**config.mk**
```make
export PLATFORM = sky130hd
export DESIGN_NAME = page_xlat
export DESIGN_NICKNAME = d
export VERILOG_FILES = /design/src/rtl/pxl_pkg.sv /design/src/rtl/pxl_walk.sv /design/src/rtl/pxl_seq.sv /design/src/rtl/pxl_port.sv /design/src/rtl/page_xlat.sv
export SDC_FILE = /design/constraint.sdc
export NUM_CORES = 1
export LEC_CHECK = 0
export BUFFER_PORTS_ARGS = -buffer_cell sky130_fd_sc_hd__buf_2
export CAP_MARGIN = 20
export CORE_MARGIN = 10
export CORE_UTILIZATION = 44
export CTS_CLUSTER_SIZE = 10
export DETAILED_ROUTE_END_ITERATION = 12
export PLACE_DENSITY_LB_ADDON = 0.25
export SYNTH_ARGS = -nofsm -noshare
export SYNTH_HDL_FRONTEND = slang
export SYNTH_SLANG_ARGS = --single-unit
```
**constraint.sdc**
```tcl
create_clock -name clk -period 3.6 [get_ports clk]
set_input_delay 0.18 -clock clk [delete_from_list [all_inputs] [get_ports clk]]
set_output_delay 0.18 -clock clk [all_outputs]
set_load 0.01 [all_outputs]
```
**src/rtl/pxl_pkg.sv**
```systemverilog
package pxl_pkg;
  // Sequencer phases of one host access
  typedef enum logic [2:0] {
    S_IDLE  = 3'd0,  // waiting for a host request
    S_ISSUE = 3'd1,  // descriptor read on the RAM port
    S_CHECK = 3'd2,  // descriptor arrives; data access or fault
    S_RESP  = 3'd3,  // completion strobe to the host
    S_FAULT = 3'd4   // manager owns the RAM port
  } pxl_state_e;
endpackage

```
**src/rtl/pxl_walk.sv**
```systemverilog
// Address arithmetic: descriptor location and physical data location
module pxl_walk #(
  parameter int          VA_W       = 15,
  parameter int          OFF_W      = 5,
  parameter int          FRAME_W    = 7,
  parameter int          PA_W       = 16,
  parameter int          LANE_W     = 1,
  parameter int unsigned FRAME_BASE = 32'h1000,
  localparam int         VPN_W      = VA_W - OFF_W,
  localparam int         WA_W       = PA_W - LANE_W
) (
  input  logic [WA_W-1:0]    tbl_word_i,
  input  logic [VA_W-1:0]    va_i,
  input  logic [FRAME_W-1:0] frame_i,
  output logic [VPN_W-1:0]   vpn_o,
  output logic [WA_W-1:0]    entry_waddr_o,
  output logic [WA_W-1:0]    data_waddr_o,
  output logic [LANE_W-1:0]  lane_o
);
  logic [PA_W-1:0] phys;

  always_comb begin
    vpn_o         = va_i[VA_W-1:OFF_W];
    entry_waddr_o = tbl_word_i + WA_W'(vpn_o);
    phys          = PA_W'(FRAME_BASE) + PA_W'({frame_i, va_i[OFF_W-1:0]});
    data_waddr_o  = phys[PA_W-1:LANE_W];
    lane_o        = phys[LANE_W-1:0];
  end
endmodule

```
**src/rtl/pxl_seq.sv**
```systemverilog
// Access sequencer: descriptor fetch, data access, fault hold and replay
module pxl_seq (
  input  logic                  clk,
  input  logic                  rst_n,
  input  logic                  host_req,
  input  logic                  entry_valid,
  input  logic                  resume,
  output pxl_pkg::pxl_state_e   state_o
);
  import pxl_pkg::*;

  pxl_state_e state_q, state_d;

  always_comb begin
    state_d = state_q;
    case (state_q)
      S_IDLE:  if (host_req) state_d = S_ISSUE;
      S_ISSUE: state_d = S_CHECK;
      S_CHECK: state_d = entry_valid ? S_RESP : S_FAULT;
      S_RESP:  state_d = S_IDLE;
      S_FAULT: if (resume) state_d = S_ISSUE;
      default: state_d = S_IDLE;
    endcase
  end

  always_ff @(posedge clk or negedge rst_n) begin
    if (!rst_n) state_q <= S_IDLE;
    else        state_q <= state_d;
  end

  assign state_o = state_q;
endmodule

```
**src/rtl/pxl_port.sv**
```systemverilog
// RAM port ownership: host path normally, manager path during a fault
module pxl_port #(
  parameter int WA_W  = 15,
  parameter int LANES = 2
) (
  input  logic                 grant,
  input  logic [WA_W-1:0]      h_addr,
  input  logic                 h_we,
  input  logic [LANES-1:0]     h_be,
  input  logic [LANES*8-1:0]   h_wdata,
  input  logic [WA_W-1:0]      m_addr,
  input  logic                 m_we,
  input  logic [LANES-1:0]     m_be,
  input  logic [LANES*8-1:0]   m_wdata,
  output logic [WA_W-1:0]      ram_addr,
  output logic                 ram_we,
  output logic [LANES-1:0]     ram_be,
  output logic [LANES*8-1:0]   ram_wdata
);
  always_comb begin
    if (grant) begin
      ram_addr  = m_addr;
      ram_we    = m_we;
      ram_be    = m_be;
      ram_wdata = m_wdata;
    end else begin
      ram_addr  = h_addr;
      ram_we    = h_we;
      ram_be    = h_be;
      ram_wdata = h_wdata;
    end
  end
endmodule

```
**src/rtl/page_xlat.sv**
```systemverilog
// Paged address translation unit, top level
module page_xlat #(
  parameter int          VA_W       = 15,
  parameter int          OFF_W      = 5,
  parameter int          FRAME_W    = 7,
  parameter int          PA_W       = 16,
  parameter int          ENTRY_W    = 16,
  parameter int          VALID_BIT  = 15,
  parameter int unsigned FRAME_BASE = 32'h1000
) (
  input  logic                                 clk,
  input  logic                                 rst_n,
  input  logic                                 cfg_we,
  input  logic [PA_W-$clog2(ENTRY_W/8)-1:0]    cfg_tbl_word,
  input  logic                                 host_req,
  input  logic                                 host_we,
  input  logic [VA_W-1:0]                      host_addr,
  input  logic [7:0]                           host_wdata,
  output logic [7:0]                           host_rdata,
  output logic                                 host_ready,
  output logic                                 host_wait,
  output logic                                 fault_irq,
  output logic [VA_W-OFF_W-1:0]                fault_vpn,
  input  logic                                 resume,
  output logic                                 mgmt_grant,
  input  logic [PA_W-$clog2(ENTRY_W/8)-1:0]    mgmt_addr,
  input  logic                                 mgmt_we,
  input  logic [ENTRY_W/8-1:0]                 mgmt_be,
  input  logic [ENTRY_W-1:0]                   mgmt_wdata,
  output logic [PA_W-$clog2(ENTRY_W/8)-1:0]    ram_addr,
  output logic                                 ram_we,
  output logic [ENTRY_W/8-1:0]                 ram_be,
  output logic [ENTRY_W-1:0]                   ram_wdata,
  input  logic [ENTRY_W-1:0]                   ram_rdata
);
  import pxl_pkg::*;

  localparam int LANES  = ENTRY_W / 8;
  localparam int LANE_W = $clog2(LANES);
  localparam int WA_W   = PA_W - LANE_W;
  localparam int VPN_W  = VA_W - OFF_W;

  pxl_state_e state;

  // Registers and their next values
  logic [WA_W-1:0]   tbl_word_q,  tbl_word_d;
  logic [VA_W-1:0]   req_addr_q,  req_addr_d;
  logic              req_we_q,    req_we_d;
  logic [7:0]        req_wdata_q, req_wdata_d;
  logic [VPN_W-1:0]  fvpn_q,      fvpn_d;
  logic [LANE_W-1:0] rd_lane_q,   rd_lane_d;

  // Walk results
  logic [VPN_W-1:0]  vpn;
  logic [WA_W-1:0]   entry_waddr;
  logic [WA_W-1:0]   data_waddr;
  logic [LANE_W-1:0] lane;
  logic              entry_valid;

  // Host-side RAM access
  logic [WA_W-1:0]    h_addr;
  logic               h_we;
  logic [LANES-1:0]   h_be;
  logic [LANES-1:0]   lane_hit;
  logic [ENTRY_W-1:0] h_wdata;
  logic [7:0]         lane_byte [LANES];

  assign entry_valid = ram_rdata[VALID_BIT];

  pxl_seq u_seq (
    .clk         (clk),
    .rst_n       (rst_n),
    .host_req    (host_req),
    .entry_valid (entry_valid),
    .resume      (resume),
    .state_o     (state)
  );

  pxl_walk #(
    .VA_W       (VA_W),
    .OFF_W      (OFF_W),
    .FRAME_W    (FRAME_W),
    .PA_W       (PA_W),
    .LANE_W     (LANE_W),
    .FRAME_BASE (FRAME_BASE)
  ) u_walk (
    .tbl_word_i    (tbl_word_q),
    .va_i          (req_addr_q),
    .frame_i       (ram_rdata[FRAME_W-1:0]),
    .vpn_o         (vpn),
    .entry_waddr_o (entry_waddr),
    .data_waddr_o  (data_waddr),
    .lane_o        (lane)
  );

  // Per-lane enables and read byte selection
  for (genvar li = 0; li < LANES; li++) begin : g_lane
    assign lane_hit[li]  = (lane == LANE_W'(li));
    assign lane_byte[li] = ram_rdata[li*8 +: 8];
  end

  assign h_wdata = {LANES{req_wdata_q}};

  always_comb begin
    h_addr = entry_waddr;
    h_we   = 1'b0;
    h_be   = '0;
    if (state == S_CHECK && entry_valid) begin
      h_addr = data_waddr;
      h_we   = req_we_q;
      h_be   = req_we_q ? lane_hit : '0;
    end
  end

  pxl_port #(
    .WA_W  (WA_W),
    .LANES (LANES)
  ) u_port (
    .grant     (mgmt_grant),
    .h_addr    (h_addr),
    .h_we      (h_we),
    .h_be      (h_be),
    .h_wdata   (h_wdata),
    .m_addr    (mgmt_addr),
    .m_we      (mgmt_we),
    .m_be      (mgmt_be),
    .m_wdata   (mgmt_wdata),
    .ram_addr  (ram_addr),
    .ram_we    (ram_we),
    .ram_be    (ram_be),
    .ram_wdata (ram_wdata)
  );

  // Next-state logic for the capture registers
  always_comb begin
    tbl_word_d  = tbl_word_q;
    req_addr_d  = req_addr_q;
    req_we_d    = req_we_q;
    req_wdata_d = req_wdata_q;
    fvpn_d      = fvpn_q;
    rd_lane_d   = rd_lane_q;
    if (cfg_we) tbl_word_d = cfg_tbl_word;
    if (state == S_IDLE && host_req) begin
      req_addr_d  = host_addr;
      req_we_d    = host_we;
      req_wdata_d = host_wdata;
    end
    if (state == S_CHECK) begin
      rd_lane_d = lane;
      if (!entry_valid) fvpn_d = vpn;
    end
  end

  always_ff @(posedge clk or negedge rst_n) begin
    if (!rst_n) begin
      tbl_word_q  <= '0;
      req_addr_q  <= '0;
      req_we_q    <= 1'b0;
      req_wdata_q <= '0;
      fvpn_q      <= '0;
      rd_lane_q   <= '0;
    end else begin
      tbl_word_q  <= tbl_word_d;
      req_addr_q  <= req_addr_d;
      req_we_q    <= req_we_d;
      req_wdata_q <= req_wdata_d;
      fvpn_q      <= fvpn_d;
      rd_lane_q   <= rd_lane_d;
    end
  end

  // Host-facing outputs
  assign host_ready = (state == S_RESP);
  assign host_wait  = (state == S_ISSUE) || (state == S_CHECK) || (state == S_FAULT);
  assign fault_irq  = (state == S_FAULT);
  assign mgmt_grant = (state == S_FAULT);
  assign fault_vpn  = fvpn_q;
  assign host_rdata = (host_ready && !req_we_q) ? lane_byte[rd_lane_q] : 8'h00;
endmodule

```
==> results.json, run 1 <==
{
  "synth.yosys.warnings": 0,
  "synth_area_leaders": "dfrtp_1, mux2_2, nand2_1, mux2_1, ha_1",
  "area_delta_synth_final_pct": 28.7,
  "clk_latency_ns": 0.30,
  "worst-path-buf-inv": 2,
  "yosysMostFrequentCell": "nand2_1",
  "finalSetupTns_ns": 0,
  "worst_pin_slew_ns": 1.03,
  "final_util_pct": 59.5,
  "totalWireLength_um": 9790,
  "synthArstFlopShare_pct": 100,
  "viasPerCell": 5.00,
  "reg2reg_slack_ns": 1.43,
  "hold_viol_final": 0,
  "gr-total-overflow": 0,
  "crit_fanout": 6,
  "synth-seq-cells": 53,
  "grt_first_pass_wirelength_um": 16200,
  "power_density_mw_per_mm2": 812,
  "placementRows": 30,
  "synthDistinctLibCells": 47,
  "grt_pass1_vias": 3155,
  "synthesis.instances": 325,
  "rsz0062_at_grt": "no",
  "drcViolationCount": 0,
  "initialDrtViolationCount": 89,
  "endpoint_kind": "output port",
  "gr-usage-all-layers_pct": 17.7,
  "power_leakage_uw": 0.00206,
  "clk_pin_slew_worst_paths_ns": 0.10,
  "io-pin-count": 150,
  "criticalPathCategory": "register to output port",
  "grt_max_degree": 29,
  "wl_per_cell_um": 17.3,
  "gp_congestion": 0.902,
  "synth_top_cell_area_share_pct": 41.6,
  "vias": 2835,
  "cts_root_buf": "clkbuf_8",
  "fin_crit_ns": 2.78,
  "hold_path.class": "input pin to register",
  "timing.fmax_mhz": 360,
  "dieArea_mm2": 0.0111,
  "numCtsBuffers": 5,
  "peakVddDrop_mv": 0.497,
  "nets": 575,
  "slew_viol_final": 0,
  "ant_nets": 0,
  "r2r_cells": 3,
  "cts_resized": 0,
  "fin_skew_ns": 0.00401,
  "path_cells": "ha_1 -> inv_1 -> fa_1 -> and2b_1 -> o211ai_1 -> a21boi_2 -> o2111ai_1 -> xor2_1 -> o21ai_1 -> buf_2",
  "cp.depth": 10,
  "synth.net_count": 430,
  "cp_slowest_cell": "dfrtp_1",
  "hold_buffers": 1,
  "relSlewSlack_pct": 31.3,
  "critPathMaxStageDelay_ns": 0.38,
  "antenna_found_initial": 0,
  "worstPathArrival_ns": 2.60,
  "setup_viol": 0,
  "cp-start-kind": "register",
  "synth-edff-count": 0,
  "maxCapViolCount": 0,
  "ys_seq_area_share_pct": 41.6,
  "post_cts_buffers": 0,
  "dp_hpwl_um": 7920,
  "clock-sinks": 53,
  "cts_buffer_depth": 2,
  "placeableCoreArea_mm2": 0.00691,
  "period_share_pct": 77.1,
  "ys.flop_type": "dfrtp_1",
  "r2r_end": "fault_vpn[4]",
  "ys_top_cells_by_count": "nand2_1, dfrtp_1, mux2_2",
  "die_w_um": 105,
  "outcome": "completed",
  "r2r-start": "u_seq.state_o[2]",
  "io_buffers": 149,
  "cp-startpoint": "req_addr_q[5]",
  "dr.pass1.iters": 4,
  "layout-drive-gt1-share_pct": 42.7,
  "cp.required_ns": 3.42,
  "start_util_pct": 46.2,
  "yosysTopAreaCell": "dfrtp_1",
  "crit_family": "compound AO/OA/AOI/OAI gates",
  "die_h_um": 105,
  "n_antenna_cell": 0,
  "cp-endpoint": "ram_addr[12]",
  "cts_max_level": 2,
  "tritoncts": "done",
  "avgSynthCellArea_um2": 9.82,
  "synth_area_mm2": 0.00319
}
==> worst min-delay path by stage <==
stage,from,to,slack (ns),cells after the start
after floorplan,rst_n,fault_vpn[0],-0.12,0
after global placement,rst_n,fault_vpn[4],0.23,1
after detailed placement,rst_n,fault_vpn[4],0.23,1
after CTS,resume,u_seq.state_o[2],0.07,2
after global routing,host_addr[6],req_addr_q[6],0.07,3
final,resume,u_seq.state_o[2],0.08,2
==> worst reg2reg max path: cells and delay by family (launching register included) <==
family	cells	cell delay [ns]
mux	1	0.43
flops	1	0.51
simple gates	2	1.13
==> power breakdown <==
group / internal [uW] / switching [uW] / leakage (uW)
combinational: 902 / 1050 / 0.00138
sequential: 826 / 205 / 0.000629
clock: 156 / 197 / 0.0000512
==> cell families (layout without fill, tap and decap cells) <==
group / count (synthesis) / count (layout) / synth area share, %
AND/OR/NAND/NOR: 117 / 117 / 16.6
multiplexers: 59 / 59 / 20.4
AO/OA/AOI/OAI: 54 / 54 / 10.5
flip-flops: 53 / 53 / 41.6
buffers and inverters: 21 / 167 / 3.57
adder cells (fa/ha/maj): 11 / 11 / 4.55
XOR/XNOR: 10 / 10 / 2.74
==> layout by cell type (no fill, tap or decap), types with 2 or more instances in the layout <==
master,netlist,layout
nor2b_1,3,3
a31oi_1,4,4
inv_1,4,4
nor2_1,27,27
o21ai_1,5,5
nand3_1,3,3
nor3_1,3,2
o2111ai_1,2,2
a211oi_1,2,2
o21ai_0,10,10
o22ai_1,2,2
a21boi_1,2,2
xnor2_1,6,6
mux2i_1,10,10
nand2b_1,5,5
a21oi_1,17,17
buf_2,5,149
nand2_1,66,66
mux2_2,31,31
ha_1,10,10
o211ai_1,2,2
mux2_1,18,18
xor2_1,4,4
dfrtp_1,53,53
clkbuf_8,0,6
buf_4,7,4
==> flip-flops by register name, indices dropped and copies added (netlist names) <==
name / flops
rd_lane_q: 1
u_seq.state_o: 3
tbl_word_q: 15
req_we_q: 1
fault_vpn: 10
req_wdata_q: 8
req_addr_q: 15
==> metal layers <==
metal	global-route usage, %	part of all wire [%]
met5	0	0
met4	3.43	0.52
met3	5.04	6.2
met2	30.0	49
met1	21.9	44
==> cell type report <==
type,count,area (um^2)
tap,96,120
clock inverter,2,13.8
fill,662,2800
sequential,53,1330
inverter,5,21.3
timing repair buffer,154,786
multi-input combinational,251,1760
clock buffer,6,82.6
==> metrics by stage <==
stage	worst slack [ns]	instance area (um^2)	cells	hold WS (ns)	total power, uW
finish	0.824	4110	567	0.0791	3330
floorplan	1.46	3190	325	-0.116	2300
global placement	1.25	4000	558	0.230	2970
global route	0.572	4110	567	0.0692	3640
detailed placement	1.18	4000	558	0.233	3010
CTS	0.824	4110	567	0.0677	3370
No activity file was read; power rests on OpenSTA's default activity.
==> run 2: changes to the inputs <==
ABC_AREA = 1   (was unset)
CORE_UTILIZATION = 43   (was 44)
clock period = 2.2 ns   (was 3.6 ns; I/O delays follow)
==> results.json, run 2 <==
{
  "n_antenna_cell": 0,
  "antenna_found_initial": 0,
  "vias": 3383,
  "synth-seq-cells": 53,
  "dr.pass1.iters": 4,
  "setup_viol": 0,
  "gp_congestion": 0.859,
  "cts_max_level": 2,
  "cp_slowest_cell": "dfrtp_1",
  "path_cells": "ha_2 -> buf_4 -> buf_4 -> nand3_1 -> nand3_2 -> buf_4 -> xor2_1 -> nor2_1 -> o21ai_1 -> buf_2",
  "hold_viol_final": 0,
  "final_cell_mix": "nand2_1, buf_2, dfrtp_1",
  "place_inst": 686,
  "rsz0062_at_grt": "yes",
  "clk_pin_slew_worst_paths_ns": 0.10,
  "grt_first_pass_wirelength_um": 16600,
  "die_w_um": 109,
  "ys_seq_area_share_pct": 38.8,
  "maxCapViolCount": 0,
  "crit_fanout": 4,
  "avgSynthCellArea_um2": 7.68,
  "endpoint_kind": "output port",
  "fillCellCount": 739,
  "synthesis.instances": 445,
  "synth_area_mm2": 0.00342,
  "numCtsBuffers": 5,
  "layout_commonest_cell": "nand2_1",
  "peakVddDrop_mv": 0.556,
  "outcome": "completed",
  "io_buffers": 149,
  "fin_cells": 706,
  "totalWireLength_um": 10700,
  "nets": 708,
  "cts_root_buf": "clkbuf_8",
  "cp.required_ns": 2.09,
  "grt_max_degree": 54,
  "area_delta_synth_final_pct": 34.9,
  "placementRows": 32,
  "synth.yosys.warnings": 0,
  "hold_path.class": "input pin to register",
  "cts_buffer_depth": 2,
  "stdcell_area_mm2": 0.00461,
  "gr-usage-all-layers_pct": 17.0,
  "worst-path-buf-inv": 4,
  "timing.fmax_mhz": 462,
  "p_sw_uw": 2750,
  "synth_area_leaders": "dfrtp_1, nand2_1, mux2_2, inv_1, nand3_1",
  "dpl-instance-area_mm2": 0.00423,
  "fin_crit_ns": 2.17,
  "internal_power_uw": 3230,
  "drcViolationCount": 0,
  "fin_skew_ns": 0.00962,
  "cp-start-kind": "register",
  "power_density_mw_per_mm2": 1300,
  "ant_nets": 0,
  "synth_top_cell_area_share_pct": 38.8,
  "dp_hpwl_um": 8430,
  "layout-drive-gt1-share_pct": 40.9,
  "dieArea_mm2": 0.0119,
  "synth-edff-count": 0,
  "placeableCoreArea_mm2": 0.00773,
  "reg2reg_slack_ns": 0.61,
  "dp_slack_ns": 0.197,
  "power_frac_comb_pct": 62.4,
  "crit_family": "buffers and inverters",
  "criticalPathCategory": "register to output port",
  "tritoncts": "done",
  "synth.net_count": 550,
  "worstPathArrival_ns": 2.06,
  "clock-sinks": 53,
  "gr-total-overflow": 0,
  "io-pin-count": 150,
  "worst_slack_ns": 0.0346,
  "clk_latency_ns": 0.31,
  "ys.flop_type": "dfrtp_1",
  "worst_pin_slew_ns": 0.676,
  "slew_viol_final": 0,
  "period_share_pct": 98.4,
  "final_util_pct": 59.7,
  "multi_input_area_mm2": 0.00200,
  "ys_top_cells_by_count": "nand2_1, dfrtp_1, inv_1",
  "regArea_mm2": 0.00133,
  "yosysTopAreaCell": "dfrtp_1",
  "grt_pass1_vias": 3406,
  "start_util_pct": 44.2,
  "wl_per_cell_um": 15.1,
  "yosysMostFrequentCell": "nand2_1",
  "synthArstFlopShare_pct": 100,
  "seq_power_share_pct": 27.8,
  "swShare_pct": 46.0,
  "path_common_cell": "buf_4",
  "power_leakage_uw": 0.00249,
  "relSlewSlack_pct": 55.0,
  "die_h_um": 109,
  "initialDrtViolationCount": 128,
  "synthDistinctLibCells": 34,
  "viasPerCell": 4.79,
  "critPathMaxStageDelay_ns": 0.40,
  "power_frac_clock_pct": 9.8
}
## run 2: cell types whose count changed after synthesis, moves of 7 or more
| cell | change |
|---|---|
| o21ai_0 | +7 |
| inv_1 | +41 |
| mux2_1 | -16 |
| nand3_1 | +24 |
| mux2i_1 | -10 |
| nand2_1 | +98 |
## run 2: path summary, 6_finish.rpt
check,from,endpoint,cells after the start
worst max-delay path,tbl_word_q[0],ram_addr[3],10
worst min-delay path,cfg_tbl_word[14],tbl_word_q[14],3
worst max register to register,u_seq.state_o[0],req_addr_q[5],3
worst min register to register,fault_vpn[4],fault_vpn[4],1
max in group asynchronous,rst_n,req_wdata_q[3],3
min in group asynchronous,rst_n,tbl_word_q[11],3
## run 2: power by group through the flow
stage / registers (uW) / clock network (uW) / logic, uW
4_1_cts: 1630 / 604 / 3440
6_report: 1660 / 583 / 3730
2_1_floorplan: 1590 / 0 / 2240
3_3_place_gp: 1620 / 0 / 3340
5_1_grt: 1710 / 654 / 4160
3_5_place_dp: 1650 / 0 / 3380
## run 2: timing repair
action / 4_1_cts / 5_1_grt
hold endpoints to repair: 54 / 1
endpoints found under the setup margin: 6 / 13
resized for setup: 5 / 33
hold buffers: 2 / 1
setup buffers: 2 / 7
pin swaps: 2 / 8
## run 2: through the flow
| step | TNS, ns | total power (uW) | hold slack (ns) |
|---|---|---|---|
| finish | 0 | 5980 | 0.0115 |
| detailed placement | 0 | 5030 | 0.284 |
| CTS | -0.00271 | 5670 | 0.00637 |
| global route | -0.529 | 6520 | 0.00171 |
| floorplan | 0 | 3840 | -0.186 |
| global placement | 0 | 4950 | 0.281 |
## run 2: area by class of cell
class / count / share of cell area [%]
timing repair buffer: 164 / 18.9
sequential: 53 / 28.8
multi-input combinational: 330 / 43.5
clock inverter: 3 / 0.570
clock buffer: 5 / 1.49
inverter: 49 / 4.04
tap: 102 / 2.77
## run 2: tightest hold or removal path, stage by stage
cell and delay [ns]:
buf_2 0.08, nand2_1 0.04, o21ai_0 0.06
## run 2: metal layers
layer | track usage, % | part of all wire [%] | up-vias
met4 | 4.05 | 1.0 | 0
met1 | 20.7 | 41 | 1555
met5 | 0 | 0 | -
met3 | 4.48 | 6.4 | 8
met2 | 29.1 | 52 | 80
li1 | - | - | 1740
## run 2: cells by family (layout without fill, tap and decap cells)
group                    Yosys count  in the layout  share of synthesized area, %
multiplexers                      37             37                          12.2
XOR/XNOR                           3              3                         0.769
AND/OR/NAND/NOR                  230            230                          28.3
adder cells (fa/ha/maj)           11             11                          4.25
flip-flops                        53             53                          38.8
buffers and inverters             62            221                          7.84
AO/OA/AOI/OAI                     49             49                          7.80
==> run 3: changes to the inputs <==
--- a/config.mk
+++ b/config.mk
@@ -15,2 +15,3 @@
 export PLACE_DENSITY_LB_ADDON = 0.25
+export SLEW_MARGIN = 20
 export SYNTH_ARGS = -nofsm -noshare
--- a/constraint.sdc
+++ b/constraint.sdc
@@ -3,2 +3,2 @@
 set_output_delay 0.11 -clock clk [all_outputs]
-set_load 0.01 [all_outputs]
+set_load 0.05 [all_outputs]
==> results.json, run 3 (same netlist as run 2, synthesis figures left out) <==
{
  "placementRows": 32,
  "final_cell_mix": "nand2_1, buf_2, dfrtp_1",
  "die_w_um": 109,
  "grt_pass1_vias": 3480,
  "peakVddDrop_mv": 1.26,
  "slew_viol_final": 0,
  "cp_slowest_cell": "dfrtp_1",
  "dieArea_mm2": 0.0119,
  "cts_buffer_depth": 2,
  "die_h_um": 109,
  "worstPathArrival_ns": 2.07,
  "totalWireLength_um": 10800,
  "setup_viol": 0,
  "outcome": "completed",
  "viasPerCell": 4.92,
  "holdPathStages": 3,
  "cp-endpoint": "ram_addr[8]",
  "layout_commonest_cell": "nand2_1",
  "start_util_pct": 44.2,
  "final_util_pct": 62.1,
  "layout-drive-gt1-share_pct": 43.6,
  "power_uw": 8310,
  "dp_slack_ns": 0.0644,
  "clk_pin_slew_worst_paths_ns": 0.10,
  "cts_max_level": 2,
  "r2r_cells": 3,
  "numCtsBuffers": 5,
  "crit_fanout": 3,
  "dr.pass1.iters": 4,
  "gp_congestion": 0.842,
  "fillCellCount": 695,
  "nets": 712,
  "cp-start-kind": "register",
  "drcViolationCount": 0,
  "fin_crit_ns": 2.18,
  "rsz0062_at_grt": "yes",
  "min-delay-start": "cfg_tbl_word[14]",
  "place_inst": 687,
  "io-pin-count": 150,
  "clock-sinks": 53,
  "r2r_end": "req_addr_q[5]",
  "initialDrtViolationCount": 139,
  "reg2reg_slack_ns": 0.57,
  "gr-total-overflow": 0,
  "n_antenna_cell": 0,
  "endpoint_kind": "output port",
  "grt_max_degree": 30,
  "vias": 3494,
  "fin_cells": 710,
  "area_delta_synth_final_pct": 40.5,
  "critPathMaxStageDelay_ns": 0.37,
  "power_leakage_uw": 0.00256,
  "timing.fmax_mhz": 459,
  "relSlewSlack_pct": 70.2,
  "clk_latency_ns": 0.31,
  "io_buffers": 149,
  "hold_path.class": "input pin to register",
  "worst_slack_ns": 0.0196,
  "maxCapViolCount": 0,
  "path_cells": "ha_2 -> inv_2 -> fa_2 -> inv_2 -> nand3_2 -> nand3_4 -> nand2_1 -> nand3b_1 -> nand3_2 -> a21oi_2 -> buf_6",
  "placeableCoreArea_mm2": 0.00773,
  "worst_pin_slew_ns": 0.447,
  "dp_hpwl_um": 8570,
  "hold_viol_final": 0,
  "antenna_found_initial": 0,
  "gr-usage-all-layers_pct": 17.2,
  "r2r-start": "u_seq.state_o[0]",
  "cp-startpoint": "req_addr_q[5]",
  "ant_nets": 0,
  "power_density_mw_per_mm2": 1730,
  "criticalPathCategory": "register to output port",
  "wl_per_cell_um": 15.3,
  "tritoncts": "done",
  "cts_root_buf": "clkbuf_8",
  "grt_first_pass_wirelength_um": 16500,
  "period_share_pct": 99.1,
  "fin_skew_ns": 0.00308,
  "cp.required_ns": 2.09
}
==> run 3: changes by cell type in the layout (fill, tap and decap cells not counted), sizes merged <==
cell         previous run  this run
bufinv                  0         1
clkinvlp                2         0
buf                   161       164
dlygate4sd3             3         4
clkbuf                  5         6
==> run 3: cell type report <==
cell class | instances | area (um^2) | share of cell area (%)
inverters | 49 | 186 | 3.88
repair buffers | 168 | 966 | 20.1
multi-input cells | 330 | 2070 | 43.1
flip-flops and latches | 53 | 1330 | 27.6
well taps | 102 | 128 | 2.66
clock inverters | 2 | 41.3 | 0.860
clock buffers | 6 | 82.6 | 1.72
==> run 3: power breakdown <==
part	switching (uW)	internal, uW	leakage (uW)
combinational	4020	1900	0.00187
clock	352	379	0.0000633
sequential	310	1350	0.000628
total	4680	3630	0.00256
==> run 3: critical path: cells and delay by family, from the launching register on <==
kind            cells  cell delay [ns]
simple gates        5             0.41
buf+inv             3             0.29
fa+ha+maj           2             0.54
compound gates      1             0.14
flops               1             0.37
==> run 3: timing repair <==
action,in CTS,in global routing
endpoints found under the hold margin,22,0
resized for setup,27,43
hold buffers,4,0
setup endpoints to repair,12,14
pin swaps,2,8
buffers inserted,2,9
==> run 3: worst min path at each step <==
stage | to | slack [ns]
finish | tbl_word_q[14] | 0.005
detailed placement | tbl_word_q[6] | 0.08
floorplan | fault_vpn[0] | -0.19
global route | req_wdata_q[3] | 0.01
global placement | tbl_word_q[7] | 0.08
CTS | tbl_word_q[14] | 0.006
==> run 3: stage by stage <==
stage / setup TNS (ns) / area [um^2] / hold slack (ns)
after detailed placement: 0 / 4260 / 0.0848
after floorplan: -1.83 / 3420 / -0.186
after CTS: -0.0331 / 4580 / 0.00559
final: 0 / 4800 / 0.00453
after global placement: 0 / 4260 / 0.0817
after global routing: -0.547 / 4800 / 0.0105
==> run 3: routing by layer <==
| metal | GRT usage [%] | up-vias | part of all wire, % |
|---|---|---|---|
| li1 | - | 1755 | - |
| met1 | 19.6 | 1631 | 39 |
| met2 | 30.7 | 102 | 53 |
| met3 | 4.66 | 6 | 6.9 |
| met4 | 5.08 | 0 | 1.1 |
| met5 | 0 | - | 0 |
